### src/rtl/cfgp_pkg.sv
// Package cfgp_pkg
// Shared types for the keyed configuration item port.
// Assumes: one access per cycle at most, decoded into a single kind.
package cfgp_pkg;

    // Class of a host access after the framing rules are applied
    typedef enum logic [1:0] {
        ACC_REJECT = 2'd0,
        ACC_SELECT = 2'd1,
        ACC_READ   = 2'd2,
        ACC_DROP   = 2'd3
    } acc_kind_e;

endpackage

### src/rtl/cfgp_decode.sv
// Module cfgp_decode
// Classifies a host access as select, data read, dropped data write or
// reject, under either the single-register or the split framing.
// Assumes: acc_size is the byte count; clk/rst_n serve only the checks.
module cfgp_decode
    import cfgp_pkg::*;
#(
    parameter int LANES = 8,
    parameter int SZ_W  = $clog2(LANES + 1)
) (
    input  logic            clk,
    input  logic            rst_n,
    input  logic            port_mode,
    input  logic            acc_valid,
    input  logic            acc_write,
    input  logic            acc_sel,
    input  logic [2:0]      acc_offset,
    input  logic [SZ_W-1:0] acc_size,
    output acc_kind_e       kind
);

    localparam logic [SZ_W-1:0] SZ_ONE = SZ_W'(1);
    localparam logic [SZ_W-1:0] SZ_TWO = SZ_W'(2);
    localparam logic [SZ_W-1:0] SZ_MAX = SZ_W'(LANES);

    logic data_size_ok;

    // Apply the framing rules to pick the access kind
    always_comb begin
        data_size_ok = (acc_size >= SZ_ONE) && (acc_size <= SZ_MAX);
        kind = ACC_REJECT;
        if (port_mode) begin
            if (acc_size == SZ_ONE)
                kind = acc_write ? ACC_DROP : ACC_READ;
            else if (acc_size == SZ_TWO && acc_write)
                kind = ACC_SELECT;
        end else if (!acc_sel) begin
            if (acc_write && acc_size == SZ_TWO)
                kind = ACC_SELECT;
        end else if (acc_offset == 3'd0 && data_size_ok) begin
            kind = acc_write ? ACC_DROP : ACC_READ;
        end
    end

    AST_COMB_BYTE_DATA: assert property (@(posedge clk) disable iff (!rst_n)
        (acc_valid && port_mode && (kind == ACC_READ || kind == ACC_DROP)) |-> (acc_size == SZ_ONE));
    AST_CTL_WRITE_ONLY: assert property (@(posedge clk) disable iff (!rst_n)
        (acc_valid && !port_mode && !acc_sel && kind != ACC_REJECT) |-> (acc_write && acc_size == SZ_TWO));

endmodule

### src/rtl/cfgp_bank.sv
// Module cfgp_bank
// Preloaded item store for one bank: returns the length of the indexed
// item and the LANES bytes that start at the given offset.
// Assumes: contents are fixed at build time and computed from the index.
module cfgp_bank #(
    parameter int SLOT_BYTES = 16,
    parameter int LANES      = 8,
    parameter int IDX_W      = 15,
    parameter int OFF_W      = 32,
    parameter int LEN_MUL    = 3,
    parameter int LEN_ADD    = 4,
    parameter int BYTE_BASE  = 0
) (
    input  logic [IDX_W-1:0] idx,
    input  logic [OFF_W-1:0] off,
    output logic [OFF_W-1:0] len,
    output logic [7:0]       lanes [LANES]
);

    localparam int LEN_MOD = SLOT_BYTES + 1;

    logic [31:0] idx_w;

    // Length table entry for the indexed item
    always_comb begin
        idx_w = 32'(idx);
        len   = OFF_W'((idx_w * 32'(LEN_MUL) + 32'(LEN_ADD)) % 32'(LEN_MOD));
    end

    // One byte lane per position of the widest access
    for (genvar k = 0; k < LANES; k++) begin : g_lane
        assign lanes[k] = 8'(idx_w * 32'(SLOT_BYTES) + 32'(off) + 32'(k) + 32'(BYTE_BASE));
    end

endmodule

### src/rtl/cfgp_cursor.sv
// Module cfgp_cursor
// Holds the selected key, its validity and the read cursor; packs the
// bytes of a data read big-endian with zero fill past the item end.
// Assumes: sel_fire and rd_fire are never high together.
module cfgp_cursor #(
    parameter int KEY_W     = 16,
    parameter int LOCAL_BIT = 15,
    parameter int MAX_ENTRY = 12,
    parameter int LANES     = 8,
    parameter int OFF_W     = 32,
    parameter int SZ_W      = $clog2(LANES + 1),
    parameter int DATA_W    = 8 * LANES,
    parameter int IDX_W     = LOCAL_BIT
) (
    input  logic              clk,
    input  logic              rst_n,
    input  logic              sel_fire,
    input  logic [KEY_W-1:0]  sel_key,
    input  logic              rd_fire,
    input  logic [SZ_W-1:0]   rd_size,
    input  logic [OFF_W-1:0]  item_len,
    input  logic [7:0]        lanes [LANES],
    output logic              cur_bank,
    output logic [IDX_W-1:0]  cur_idx,
    output logic [OFF_W-1:0]  cur_off,
    output logic [DATA_W-1:0] rd_word
);

    logic [KEY_W-1:0] cur_key;
    logic             cur_valid;
    logic             live;
    logic [OFF_W-1:0] avail;
    logic [SZ_W-1:0]  take;

    assign cur_bank = cur_key[LOCAL_BIT];
    assign cur_idx  = cur_key[IDX_W-1:0];

    // Count the bytes this read consumes and pack them MSB-first
    always_comb begin
        live  = cur_valid && (cur_off < item_len);
        avail = item_len - cur_off;
        take  = (OFF_W'(rd_size) < avail) ? rd_size : SZ_W'(avail);
        if (!live)
            take = '0;
        rd_word = '0;
        for (int k = 0; k < LANES; k++) begin
            if (k < int'(take))
                rd_word = rd_word | (DATA_W'(lanes[k]) << (8 * (int'(rd_size) - 1 - k)));
        end
    end

    // Key, validity and cursor registers
    always_ff @(posedge clk) begin
        if (!rst_n) begin
            cur_key   <= '0;
            cur_valid <= 1'b1;
            cur_off   <= '0;
        end else if (sel_fire) begin
            cur_key   <= sel_key;
            cur_valid <= (32'(sel_key[IDX_W-1:0]) < 32'(MAX_ENTRY));
            cur_off   <= '0;
        end else if (rd_fire) begin
            cur_off   <= cur_off + OFF_W'(take);
        end
    end

    AST_SEL_RESTARTS: assert property (@(posedge clk) disable iff (!rst_n)
        sel_fire |=> (cur_off == '0));
    AST_OFF_IN_ITEM: assert property (@(posedge clk) disable iff (!rst_n)
        cur_valid |-> (cur_off <= item_len));
    AST_INVALID_FROZEN: assert property (@(posedge clk) disable iff (!rst_n)
        (!cur_valid && !sel_fire) |=> $stable(cur_off));
    AST_ADVANCE_BOUND: assert property (@(posedge clk) disable iff (!rst_n)
        rd_fire |=> (cur_off <= $past(cur_off) + OFF_W'($past(rd_size))));

endmodule

### src/rtl/cfg_item_port.sv
// Module cfg_item_port
// Keyed configuration item port: decodes host accesses, keeps the item
// cursor, reads two preloaded banks and registers one response per access.
// Assumes: synchronous active-low reset; the response follows in one cycle.
module cfg_item_port
    import cfgp_pkg::*;
#(
    parameter int KEY_W      = 16,
    parameter int LOCAL_BIT  = 15,
    parameter int MAX_ENTRY  = 12,
    parameter int SLOT_BYTES = 16,
    parameter int LANES      = 8,
    parameter int OFF_W      = 32
) (
    input  logic                         clk,
    input  logic                         rst_n,
    input  logic                         port_mode,
    input  logic                         acc_valid,
    input  logic                         acc_write,
    input  logic                         acc_sel,
    input  logic [2:0]                   acc_offset,
    input  logic [$clog2(LANES+1)-1:0]   acc_size,
    input  logic [8*LANES-1:0]           acc_wdata,
    output logic                         resp_valid,
    output logic                         resp_err,
    output logic [8*LANES-1:0]           resp_data
);

    localparam int SZ_W   = $clog2(LANES + 1);
    localparam int DATA_W = 8 * LANES;
    localparam int IDX_W  = LOCAL_BIT;
    localparam int NBANK  = 2;

    acc_kind_e        kind;
    logic             sel_fire;
    logic             rd_fire;
    logic             cur_bank;
    logic [IDX_W-1:0] cur_idx;
    logic [OFF_W-1:0] cur_off;
    logic [DATA_W-1:0] rd_word;
    logic [OFF_W-1:0] bank_len  [NBANK];
    logic [7:0]       bank_lane [NBANK][LANES];
    logic [OFF_W-1:0] item_len;
    logic [7:0]       item_lane [LANES];

    cfgp_decode #(.LANES(LANES), .SZ_W(SZ_W)) u_decode (
        .clk        (clk),
        .rst_n      (rst_n),
        .port_mode  (port_mode),
        .acc_valid  (acc_valid),
        .acc_write  (acc_write),
        .acc_sel    (acc_sel),
        .acc_offset (acc_offset),
        .acc_size   (acc_size),
        .kind       (kind)
    );

    assign sel_fire = acc_valid && (kind == ACC_SELECT);
    assign rd_fire  = acc_valid && (kind == ACC_READ);

    // Two item banks; the bank parameters pick the preloaded contents
    for (genvar b = 0; b < NBANK; b++) begin : g_bank
        cfgp_bank #(
            .SLOT_BYTES (SLOT_BYTES),
            .LANES      (LANES),
            .IDX_W      (IDX_W),
            .OFF_W      (OFF_W),
            .LEN_MUL    ((b == 0) ? 3 : 5),
            .LEN_ADD    ((b == 0) ? 4 : 0),
            .BYTE_BASE  (b * 128)
        ) u_bank (
            .idx   (cur_idx),
            .off   (cur_off),
            .len   (bank_len[b]),
            .lanes (bank_lane[b])
        );
    end

    // Route the selected bank to the cursor
    always_comb begin
        item_len = bank_len[cur_bank];
        for (int k = 0; k < LANES; k++)
            item_lane[k] = bank_lane[cur_bank][k];
    end

    cfgp_cursor #(
        .KEY_W     (KEY_W),
        .LOCAL_BIT (LOCAL_BIT),
        .MAX_ENTRY (MAX_ENTRY),
        .LANES     (LANES),
        .OFF_W     (OFF_W),
        .SZ_W      (SZ_W),
        .DATA_W    (DATA_W),
        .IDX_W     (IDX_W)
    ) u_cursor (
        .clk      (clk),
        .rst_n    (rst_n),
        .sel_fire (sel_fire),
        .sel_key  (acc_wdata[KEY_W-1:0]),
        .rd_fire  (rd_fire),
        .rd_size  (acc_size),
        .item_len (item_len),
        .lanes    (item_lane),
        .cur_bank (cur_bank),
        .cur_idx  (cur_idx),
        .cur_off  (cur_off),
        .rd_word  (rd_word)
    );

    // Register one response per access, one cycle after the strobe
    always_ff @(posedge clk) begin
        if (!rst_n) begin
            resp_valid <= 1'b0;
            resp_err   <= 1'b0;
            resp_data  <= '0;
        end else begin
            resp_valid <= acc_valid;
            resp_err   <= acc_valid && (kind == ACC_REJECT);
            resp_data  <= rd_fire ? rd_word : '0;
        end
    end

    AST_RESP_FOLLOWS: assert property (@(posedge clk) disable iff (!rst_n)
        acc_valid |=> resp_valid);
    AST_NO_SPURIOUS: assert property (@(posedge clk) disable iff (!rst_n)
        !acc_valid |=> !resp_valid);
    AST_REJECT_ZERO: assert property (@(posedge clk) disable iff (!rst_n)
        resp_err |-> (resp_data == '0));

endmodule

### config.mk
export PLATFORM = sky130hd
export DESIGN_NAME = cfg_item_port
export DESIGN_NICKNAME = d
export VERILOG_FILES = /design/src/rtl/cfgp_pkg.sv /design/src/rtl/cfgp_decode.sv /design/src/rtl/cfgp_bank.sv /design/src/rtl/cfgp_cursor.sv /design/src/rtl/cfg_item_port.sv
export SDC_FILE = /design/constraint.sdc
export NUM_CORES = 1
export LEC_CHECK = 0
export BUFFER_PORTS_ARGS = -buffer_cell sky130_fd_sc_hd__buf_2
export CAP_MARGIN = 20
export CORE_MARGIN = 8
export CORE_UTILIZATION = 45
export CTS_BUF_LIST = sky130_fd_sc_hd__clkbuf_4
export DETAILED_ROUTE_END_ITERATION = 8
export GPL_TIMING_DRIVEN = 0
export HOLD_SLACK_MARGIN = 0.1
export PLACE_DENSITY_LB_ADDON = 0.3
export SYNTH_ARGS = -nofsm -noshare
export SYNTH_HDL_FRONTEND = slang
export SYNTH_SLANG_ARGS = --single-unit
### constraint.sdc
create_clock -name clk -period 18.2 [get_ports clk]
set_input_delay 0.91 -clock clk [delete_from_list [all_inputs] [get_ports clk]]
set_output_delay 0.91 -clock clk [all_outputs]
set_load 0.03 [all_outputs]
==> summary.txt <==
Worst setup path
  • Slowest cell on the critical path: nor2_1
  • Crit path top cell by count: buf_4
  • Arrival @ worst endpoint: 18.46 ns
  • Peak per-stage delay on the critical path: 0.61 ns
  • Max FO, Critical Path: 7
  • WP buf/inv: 22
  • Reg-to-reg setup timing slack: 0.26 ns
  • FF-to-FF End: resp_data[14]$_SDFF_PN0_
  • Worst Path Class, Setup: reg2reg
  • Critical path depth: 86
  • Critical path capture point type: register
  • R2R depth: 86
  • Startpoint Class: register
  • Start point of the critical path: u_cursor.cur_key[6]$_SDFFE_PN0P_
  • CP endpoint: resp_data[14]$_SDFF_PN0_
  • Crit path max-delay family: compound AO/OA/AOI/OAI gates
  • RR Startpoint: u_cursor.cur_key[6]$_SDFFE_PN0P_
  • CP required: 18.71 ns

Logic synthesis
  • Commonest cells post-synth: nor2_1 (267), nand2_1 (239), a21oi_1 (144)
  • Async S/R FF share, synth: 0
  • #FFs+latches synth: 115
  • Mean Syn Cell Area: 7.110 sq um
  • Yosys top cell by area: dfxtp_1
  • Synth area leaders: dfxtp_1 (15%), ha_1 (10%), nor2_1 (6.4%), nand2_1 (5.7%), a21oi_1 (4.6%)
  • Main synth FF type: dfxtp_1
  • Synth warn: 0
  • Post-synth EDFFs: 0
  • Synth cell types: 116
  • Syn nets: 2430
  • Seq/Total Area, Yosys: 0.1459
  • Cell Area, Synth: around 16000 sq um
  • Cells after Synth: 2219
  • Count leader, synth: nor2_1
  • Synth top area share: 0.1459

Routing
  • Detailed Route Iter0 Violations: between 2000 and 2500
  • DR pass1 iterations: 9
  • WL/cell: 24.18 microns
  • Drc violations: 18
  • Final antenna-violating net count: 0
  • WL final: 69670 microns
  • Drt via density: between 6 and 7
  • Total number of vias: 19210

Die
  • CORE AREA: 34540 sq um
  • Die H: a little over 200 microns
  • Cell Rows: 68
  • Starting Density: 0.4567
  • Die area: 41310 sq um
  • IO Pins: 143
  • Die Wd: 203.2 microns

Cells and area
  • Cell Count, Final, Fillers Out: 2881
  • Post-layout net count: 2623
  • Layout area overhead: 19.50%
  • Area occupied by multi-input gates: 13820 sq um
  • Reg area: 2326 sq um
  • Fillcell total: about 3500
  • Share of cells above drive strength 1: 0.1988

CTS
  • Clock Tree Root: clkbuf_4
  • Clock Sinks: roughly 120
  • CTS tree: yes
  • H-tree Lvls: 4
  • Clock Tree Buf Depth: 2
  • Reg clk slew, reported paths: between 0.1 and 0.15 ns
  • Clock Latency Late Sink: 0.62 ns
  • Num CTS Buffers: 17

Status
  • Outcome: finished, violations left
  • Failing checks: DRC

Min path
  • Min-delay src: u_cursor.cur_off[23]$_SDFFE_PP0P_
  • Hold Crit Class: reg2reg

Timing
  • Slew margin rel.: 0.1739
  • Final hold vios: 0
  • Slew @ Worst Pin: 1.235 ns
  • Final setup viols: 0
  • Clk_skew: 0.02964 ns
  • Fin crit period: 17.94 ns
  • F_max: 55.73 MHz
  • Tcrit/Tclk final: 0.9859
  • Max Slew Vio Count: 0

Flow run
  • Max-Cap Viols: 0

Pwr
  • Sw Share: 0.5579
  • Power share of the clock group: 0.065
  • Internal: 1.405 mW
  • Leakage: 7.235 nW
  • Switch Pwr: 1.773 mW
  • Logic gate share of total power: 0.856
  • Part of the power in registers: 0.080
  • Max VDD drop: 0.0002016 V
  • Pwr Total: 3.178 mW
  • Power per cell area: ~170 nW/um^2

Global route
  • Number of global-route vias before repair: 17410
  • Met3 Resource Use GR: 0.06998
  • Largest net degree at the start of global routing: 17
  • GR Util met2: 0.4816
  • Initial antenna violation count: 1
  • GRT Util Overall: 0.3124
  • Met1 GRT Util: 0.4192
  • First-pass GRT wire length: ~100000 microns
  • Top Usage Layer GRT: met2
  • Grt ovf: 0

Placed design
  • Routability-driven placement congestion ratio: 1.050
  • DP HPWL: 53330 microns
  • Number of port buffers: 94
  • Inst Count DP: roughly 2800
-- tightest hold or removal path: cells and delay by family (launching register included) --
| family | cells | cell delay [ns] |
|---|---|---|
| AND/OR/NAND/NOR | 1 | 0.05 |
| AO/OA/AOI/OAI | 1 | 0.05 |
| flip-flops | 1 | 0.34 |
-- cells by family after synthesis --
logic type	Yosys count	synth area share
buf+inv	184	0.04647
fa+ha+maj	136	0.1099
mux	61	0.04076
xor+xnor	106	0.05885
simple gates	889	0.2689
compound gates	728	0.3291
flops	115	0.1459
-- state kept, by name, indices dropped and copies added, names as in the netlist --
| name | flops |
|---|---|
| u_cursor.cur_key | 16 |
| resp_valid | 1 |
| resp_data | 64 |
| u_cursor.cur_off | 32 |
| resp_err | 1 |
| u_cursor.cur_valid | 1 |
-- routing by layer --
metal	share of wire	wire length, microns	vias up
met5	0	0	-
met4	0.045	3135	0
met3	0.097	6759	262
met2	0.43	30250	1160
met1	0.42	29530	9084
li1	-	-	8703
-- area by class of cell --
cell class / instances / share of cell area
clock inverters: 15 / 0.008296
flip-flops and latches: 115 / 0.1234
diodes: 1 / 0.0001327
plain buffers: 73 / 0.01719
well taps: 455 / 0.03020
multi-input cells: 1920 / 0.7328
clock buffers: 17 / 0.006769
repair buffers: 183 / 0.06092
inverters: 102 / 0.02031
-- how the worst min path moves through the flow --
stage               slack (ns)                                 to  cells after the start
global route              0.51  u_cursor.cur_off[23]$_SDFFE_PP0P_                      2
floorplan                 0.44  u_cursor.cur_off[23]$_SDFFE_PP0P_                      2
global placement          0.45  u_cursor.cur_off[23]$_SDFFE_PP0P_                      2
CTS                       0.48  u_cursor.cur_off[23]$_SDFFE_PP0P_                      2
detailed placement        0.46  u_cursor.cur_off[23]$_SDFFE_PP0P_                      2
finish                    0.48  u_cursor.cur_off[23]$_SDFFE_PP0P_                      2
-- metrics by stage --
step	utilization	setup TNS (ns)	hold slack, ns	setup slack [ns]	cell area [sq um]
3_5_place_dp	0.4873	-278.12	0.4643	-3.309	16830
3_3_place_gp	0.4868	-318.12	0.4525	-4.243	16820
5_1_grt	0.5458	-10.17	0.5057	-0.2576	18850
6_report	0.5458	0	0.4804	0.2573	18850
4_1_cts	0.5137	0	0.4817	0.0009805	17740
2_1_floorplan	-	0	0.4406	0.1590	15780
-- cell usage in the layout, fill, tap and decap left out, drive strengths merged, types with 38 or more instances in the layout --
cell type / synthesis / routed
a211oi: 47 / 47
a21oi: 146 / 146
a31oi: 60 / 60
buf: 15 / 198
clkbuf: 67 / 75
dfxtp: 115 / 115
ha: 129 / 129
inv: 100 / 103
mux2i: 48 / 48
nand2: 242 / 242
nand3: 81 / 81
nor2: 268 / 268
nor2b: 38 / 38
nor3: 70 / 70
o21ai: 105 / 105
o22ai: 52 / 52
xnor2: 82 / 82
-- power groups by stage --
stage | Combinational (mW) | Clock [mW] | Sequential [mW]
2_1_floorplan | 1.57 | 0 | 0.259
6_report | 2.72 | 0.205 | 0.253
5_1_grt | 2.90 | 0.217 | 0.253
3_3_place_gp | 2.07 | 0 | 0.259
3_5_place_dp | 2.10 | 0 | 0.259
4_1_cts | 2.40 | 0.207 | 0.253
-- timing repair --
action | in CTS | in global routing
setup endpoints to repair | 96 | 96
buffers inserted | 38 | 48
hold buffers | 0 | 0
pin swaps | 25 | 78
resized for setup | 88 | 189
cloned | 0 | 1
No activity file was read; power rests on OpenSTA's default activity.
